[src/rtl/altfn_gpio_pkg.sv]
package altfn_gpio_pkg;
  localparam int NPINS   = 3;
  localparam int DW      = 4;
  localparam int AW      = 3;
  localparam int SELW    = 4;
  localparam int LO_BITS = 6;   // low oscillator: divide up to 2^6
  localparam int HI_BITS = 7;   // high oscillator: divide up to 2^7
  localparam int TAPW    = 3;

  localparam logic [AW-1:0] A_DATA = 3'd0;
  localparam logic [AW-1:0] A_DIR  = 3'd1;
  localparam logic [AW-1:0] A_PULL = 3'd2;
  localparam logic [AW-1:0] A_LVL  = 3'd3;
  localparam logic [AW-1:0] A_CTRL = 3'd4;
  localparam logic [AW-1:0] A_FSEL = 3'd5;
  localparam logic [AW-1:0] A_PINS = 3'd6;

  // Select code 8..15 picks the high oscillator.
  function automatic logic fsel_uses_hi(input logic [SELW-1:0] code);
    return code[SELW-1];
  endfunction

  // Divider tap: 0 means undivided; tap k means divide by 2^k.
  function automatic logic [TAPW-1:0] fsel_tap(input logic [SELW-1:0] code);
    logic [SELW-1:0] t;
    t = code[SELW-1] ? code - 4'd8 : code - 4'd1;
    return t[TAPW-1:0];
  endfunction
endpackage

[src/rtl/altfn_pin_cell.sv]
module altfn_pin_cell (
  input  logic clk,
  input  logic rst_n,
  input  logic wr_dat,
  input  logic wr_dir,
  input  logic wr_pull,
  input  logic wr_lvl,
  input  logic wbit,
  input  logic alt_en,
  input  logic alt_val,
  output logic dat_q,
  output logic dir_q,
  output logic pull_q,
  output logic lvl_q,
  output logic pad_oe,
  output logic pad_out,
  output logic pad_pd,
  output logic pad_lvl
);
  always_ff @(posedge clk or negedge rst_n) begin
    if (!rst_n) begin
      dat_q  <= 1'b0;
      dir_q  <= 1'b0;
      pull_q <= 1'b1;
      lvl_q  <= 1'b0;
    end else begin
      if (wr_dat)  dat_q  <= wbit;
      if (wr_dir)  dir_q  <= wbit;
      if (wr_pull) pull_q <= wbit;
      if (wr_lvl)  lvl_q  <= wbit;
    end
  end

  // Special output wins over every GPIO bit.
  assign pad_oe  = alt_en | dir_q;
  assign pad_out = alt_en ? alt_val : dat_q;
  assign pad_pd  = !alt_en && !dir_q && pull_q;
  assign pad_lvl = !alt_en && lvl_q;
endmodule

[src/rtl/altfn_clkout_div.sv]
module altfn_clkout_div
  import altfn_gpio_pkg::*;
(
  input  logic            clk,
  input  logic            rst_n,
  input  logic            osc_lo,
  input  logic            osc_hi,
  input  logic [SELW-1:0] sel,
  output logic            clk_out
);
  localparam int NSRC = 2;
  localparam int MAXW = (LO_BITS > HI_BITS) ? LO_BITS : HI_BITS;

  logic [NSRC-1:0]  src_raw;
  logic [NSRC-1:0]  src_lvl;
  logic [NSRC-1:0]  src_rise;
  logic [MAXW-1:0]  cnt [NSRC];

  assign src_raw = {osc_hi, osc_lo};

  for (genvar s = 0; s < NSRC; s++) begin : g_src
    logic [2:0] sync_q;
    always_ff @(posedge clk or negedge rst_n) begin
      if (!rst_n) begin
        sync_q <= '0;
        cnt[s] <= '0;
      end else begin
        sync_q <= {sync_q[1:0], src_raw[s]};
        if (sync_q[1] && !sync_q[2]) cnt[s] <= cnt[s] + 1'b1;
      end
    end
    assign src_lvl[s]  = sync_q[1];
    assign src_rise[s] = sync_q[1] && !sync_q[2];
  end

  logic [LO_BITS:0] lo_taps;
  logic [HI_BITS:0] hi_taps;
  logic [TAPW-1:0]  tap;

  assign lo_taps = {cnt[0][LO_BITS-1:0], src_lvl[0]};
  assign hi_taps = {cnt[1][HI_BITS-1:0], src_lvl[1]};
  assign tap     = fsel_tap(sel);

  always_comb begin
    if (sel == '0)              clk_out = 1'b0;
    else if (fsel_uses_hi(sel)) clk_out = hi_taps[tap];
    else                        clk_out = (tap <= TAPW'(LO_BITS)) ? lo_taps[tap] : 1'b0;
  end
endmodule

[src/rtl/altfn_gpio_port.sv]
module altfn_gpio_port
  import altfn_gpio_pkg::*;
(
  input  logic             clk,
  input  logic             rst_n,
  input  logic             reg_wr,
  input  logic [AW-1:0]    reg_addr,
  input  logic [DW-1:0]    reg_wdata,
  output logic [DW-1:0]    reg_rdata,
  input  logic             buzz_in,
  input  logic             tout_in,
  input  logic             osc_lo,
  input  logic             osc_hi,
  output logic             buzz_shot,
  input  logic [NPINS-1:0] pad_in,
  output logic [NPINS-1:0] pad_oe,
  output logic [NPINS-1:0] pad_out,
  output logic [NPINS-1:0] pad_pd,
  output logic [NPINS-1:0] pad_lvl
);
  logic [2:0]       ctrl_q;
  logic [SELW-1:0]  fsel_q;
  logic             buzz_en, tmr_en, fout_en, fout_clk;
  logic [NPINS-1:0] alt_en, alt_val;
  logic [NPINS-1:0] dat_v, dir_v, pull_v, lvl_v;
  logic             wr_dat, wr_dir, wr_pull, wr_lvl;

  always_ff @(posedge clk or negedge rst_n) begin
    if (!rst_n) begin
      ctrl_q <= '0;
      fsel_q <= '0;
    end else if (reg_wr) begin
      if (reg_addr == A_CTRL) ctrl_q <= reg_wdata[2:0];
      if (reg_addr == A_FSEL) fsel_q <= reg_wdata;
    end
  end

  assign buzz_en   = ctrl_q[0];
  assign buzz_shot = ctrl_q[1];
  assign tmr_en    = ctrl_q[2];
  assign fout_en   = (fsel_q != '0);

  altfn_clkout_div u_div (
    .clk(clk), .rst_n(rst_n), .osc_lo(osc_lo), .osc_hi(osc_hi),
    .sel(fsel_q), .clk_out(fout_clk)
  );

  assign alt_en  = {fout_en, tmr_en, buzz_en};
  assign alt_val = {fout_clk, tout_in, buzz_in};

  assign wr_dat  = reg_wr && (reg_addr == A_DATA);
  assign wr_dir  = reg_wr && (reg_addr == A_DIR);
  assign wr_pull = reg_wr && (reg_addr == A_PULL);
  assign wr_lvl  = reg_wr && (reg_addr == A_LVL);

  for (genvar i = 0; i < NPINS; i++) begin : g_pin
    altfn_pin_cell u_cell (
      .clk(clk), .rst_n(rst_n),
      .wr_dat(wr_dat), .wr_dir(wr_dir), .wr_pull(wr_pull), .wr_lvl(wr_lvl),
      .wbit(reg_wdata[i]), .alt_en(alt_en[i]), .alt_val(alt_val[i]),
      .dat_q(dat_v[i]), .dir_q(dir_v[i]), .pull_q(pull_v[i]), .lvl_q(lvl_v[i]),
      .pad_oe(pad_oe[i]), .pad_out(pad_out[i]), .pad_pd(pad_pd[i]), .pad_lvl(pad_lvl[i])
    );
  end

  always_comb begin
    case (reg_addr)
      A_DATA:  reg_rdata = {1'b0, dat_v};
      A_DIR:   reg_rdata = {1'b0, dir_v};
      A_PULL:  reg_rdata = {1'b0, pull_v};
      A_LVL:   reg_rdata = {1'b0, lvl_v};
      A_CTRL:  reg_rdata = {1'b0, ctrl_q};
      A_FSEL:  reg_rdata = fsel_q;
      A_PINS:  reg_rdata = {1'b0, pad_in};
      default: reg_rdata = '0;
    endcase
  end
endmodule

[config.mk]
export PLATFORM = sky130hd
export DESIGN_NAME = altfn_gpio_port
export DESIGN_NICKNAME = d
export VERILOG_FILES = /design/src/rtl/altfn_gpio_pkg.sv /design/src/rtl/altfn_pin_cell.sv /design/src/rtl/altfn_clkout_div.sv /design/src/rtl/altfn_gpio_port.sv
export SDC_FILE = /design/constraint.sdc
export NUM_CORES = 1
export LEC_CHECK = 0
export BUFFER_PORTS_ARGS = -buffer_cell sky130_fd_sc_hd__buf_2
export CAP_MARGIN = 20
export CORE_ASPECT_RATIO = 1.4
export CORE_UTILIZATION = 45
export DETAILED_ROUTE_END_ITERATION = 8
export PLACE_DENSITY = 0.71
export RECOVER_POWER = 100
export SYNTH_ARGS = -nofsm -noshare
export SYNTH_HDL_FRONTEND = slang
export SYNTH_SLANG_ARGS = --single-unit
[constraint.sdc]
create_clock -name clk -period 2.05 [get_ports clk]
set_clock_uncertainty 0.2 [all_clocks]
set_input_delay 0.205 -clock clk [delete_from_list [all_inputs] [get_ports clk]]
set_output_delay 0.205 -clock clk [all_outputs]
set_load 0.01 [all_outputs]
==> results.md <==
- Syn_nets: between 200 and 250
- TritonCTS Buffers: 5
- Reg2reg start: u_div.g_src[0].sync_q[1]
- DP HPWL: 3330 microns
- CP Launch Type: flip-flop
- Crit path max fanout: 15
- R2r endpoint: u_div.cnt[12]
- First-pass GRT wire length: a little under 8000 microns
- Worst Setup EP: pad_out[2]
- Wire length on met1: 1860 microns
- Routed Antenna Nets: 0
- Min-delay src: u_div.g_src[0].sync_q[0]
- Layout cells sized above 1: 37.1%
- Pins Over Slew Limit: 0
- Dpl cells: 302
- Clock root cell: clkbuf_8
- Met2 Wirelength: between 2000 and 2500 microns
- Worst EP required: between 1500 and 2000 ps
- Slowest cell on the critical path: dfrtp_1
- Synth Instances: ~210
- Power Dens Cells: ~1100 mW/mm^2
- DR vias: approximately 1700
- CTS tree: done
- FMAX: 0.429 GHz
- Slowest stage delay, CP: approximately 400 ps
- Violated checks: setup timing
- Vias in the first global route: roughly 1700
- First drt pass iteration count: 4
- Cell area after synthesis: between 0.002 and 0.0025 sq mm
- Clk Latency, worst-skew pair: just under 300 ps
- Clk slew on worst S/H paths: approximately 80 ps
- Number of synthesized flops with an enable pin: 0
- Routability cong.: a little over 0.8
- Top sig layer: met4
- Rel. slew slack: between 30% and 40%
- Leakage Power: roughly 0.0012 uW
- Ant. Diodes: 0
- Ys async rst share: 100%
- Final worst setup slack: -283 ps
- Top-count cell post-synth: dfrtp_1
- Sink Count: 38
- RSZ-0062 raised after global routing: yes
- GRT Total Usage: between 10% and 20%
- Post-synth cell types: 40
- Die area: around 0.0052 sq mm
- Setup TNS: -283 ps
- Grt ovf: 0
- Antenna violations before repair: 0
- # DRC: 0
- Fin crit period: between 2000 and 2500 ps
- IO Count: 34
- VDD IR max: 0.625 mV
- Leading area contributor after synthesis: dfrtp_1
- Largest net degree at the start of global routing: 39
- Final WL: 4670 microns
- Number of port buffers: 33
- Initial Util: approximately 48%
- Switching Share: 33.8%
- Yosys top cell area share: 39.6%
- Initial DRC count: 27
- Hold Crit Class: flip-flop to flip-flop
- Post-synth top flop: dfrtp_1
- Reg2Reg Depth: 4
- Deepest clock path buffer count: 2
- Crit end category: primary output
- Via density per instance: about 5.4
- Crit share post-route: 114%
- Final hold slack: 151 ps
- Top cells by count, synth: dfrtp_1 (35), mux2_2 (25), buf_4 (14)
- Finish-stage setup viols: 1
- Comb pwr share: a little under two fifths
- Register bit count reported by yosys: 38
- # Max-Cap Violations: 0
- Setup CP Type: flip-flop to primary output
- Crit path cell chain: buf_6 -> and2b_4 -> nor2_2 -> o22ai_1 -> o32ai_2 -> a22oi_1 -> buf_2
- Area delta synth->final: 22.6%
- Synth Warn #: 0
- Final Hold Vio Count: 0
- Core ar.: between 0.004 and 0.005 sq mm
- Maximum level of the CTS H-tree: 2
- Met3 Wirelength: ~180 microns
- Die Width: between 60 and 70 microns
- Internal power: about 1900 uW
- CP arrival: 1930 ps
- Final nets: ~280
- Crit. Startpoint: fsel_q[0]
- Area contributors post-synth: dfrtp_1 (40%), mux2_2 (13%), buf_4 (4.8%)
- Post-synthesis area per instance: between 10 and 15 sq um
- Status: finished, violations left
- Register area share after synthesis: 43.2%
- Post-Layout Cell Count: 318
- # rows: 29
- Avg WL per Cell: ~15 microns
- R2R Setup Slk: 540 ps
- Slew @ Worst Pin: approximately 930 ps
- Die Ht: 84.9 microns
- Share of power burned in registers: 40.5%
- Clock share of power: between 20% and 30%
- Psw: 981 uW
==> critical path, delay by kind of cell, from the launching register on <==
kind	cells	cell delay, ps
compound gates	3	500
flops	1	400
simple gates	2	370
buf+inv	2	340
==> worst min-delay path by stage <==
| stage | endpoint | slack [ps] | cells after the start |
|---|---|---|---|
| floorplan | ctrl_q[0] | -290 | 0 |
| global placement | u_div.cnt[3] | 80 | 2 |
| detailed placement | u_div.cnt[3] | 80 | 2 |
| CTS | u_div.g_src[0].sync_q[1] | 150 | 0 |
| global route | u_div.g_src[0].sync_q[1] | 150 | 0 |
| finish | u_div.g_src[0].sync_q[1] | 150 | 0 |
==> cells in the final DEF (no fill, tap or decap), drive strengths merged, types with 4 or more instances in the layout <==
cell	n
ha	4
xor2	5
buf	34
nand2	12
dfrtp	35
mux2	26
nor3b	6
nand4	6
and3	4
a31oi	5
clkbuf	20
a21oi	8
nor2b	6
inv	7
dlygate4sd3	7
mux2i	5
o21ai	9
xnor2	7
nor2	12
==> logic make-up after synthesis <==
kind of cell    share of synthesized area (%)
compound gates                           8.83
xor+xnor                                 4.75
fa+ha+maj                                2.26
buf+inv                                  7.02
flops                                    43.2
mux                                      16.7
simple gates                             17.3
==> sequential cells by signal (all words and copies together) (netlist names) <==
register and count:
g_pin.u_cell.dir_q 3, g_pin.u_cell.pull_q 3, ctrl_q 3, u_div.cnt 13, fsel_q 4, g_pin.u_cell.lvl_q 3, g_pin.u_cell.dat_q 3, u_div.g_src.sync_q 6
==> layout make-up <==
cell class              count  area, sq um
multi-input cells         147         1200
clock buffers               5         68.8
repair buffers             56          340
flip-flops and latches     38          957
well taps                  62         77.6
clock inverters             3         40.0
inverters                   7         26.3
fillers                   437         1900
==> power by group through the flow <==
| stage | registers (uW) | logic (uW) | clock network, uW |
|---|---|---|---|
| 3_5_place_dp | 1180 | 1000 | 0 |
| 4_1_cts | 1170 | 1050 | 637 |
| 5_1_grt | 1200 | 1220 | 659 |
| 6_report | 1170 | 1100 | 622 |
| 2_1_floorplan | 1120 | 775 | 0 |
| 3_3_place_gp | 1170 | 984 | 0 |
==> per-stage QoR <==
step / utilization [%] / total power [uW] / setup WS [ps] / cell area, sq um
floorplan: - / 1900 / 9.12 / 2250
global placement: 53.6 / 2150 / 60.3 / 2470
detailed placement: 53.6 / 2180 / 36.6 / 2470
CTS: 58.2 / 2860 / -234 / 2680
global route: 58.8 / 3080 / -383 / 2710
finish: 58.8 / 2900 / -283 / 2710
==> per-layer routing <==
layer	track usage (%)	vias up
li1	-	827
met1	22.6	825
met2	33.8	48
met3	3.66	13
met4	11.6	0
met5	0	-
==> what timing repair did <==
item | 4_1_cts | 5_1_grt
endpoints found under the hold margin | 41 | 0
resized for setup | 7 | 13
hold buffers | 7 | 0
setup endpoints to repair | 2 | 3
setup buffers | 1 | 0
pin swaps | 0 | 3
gates cloned | 0 | 0
No activity file was read; power rests on OpenSTA's default activity.
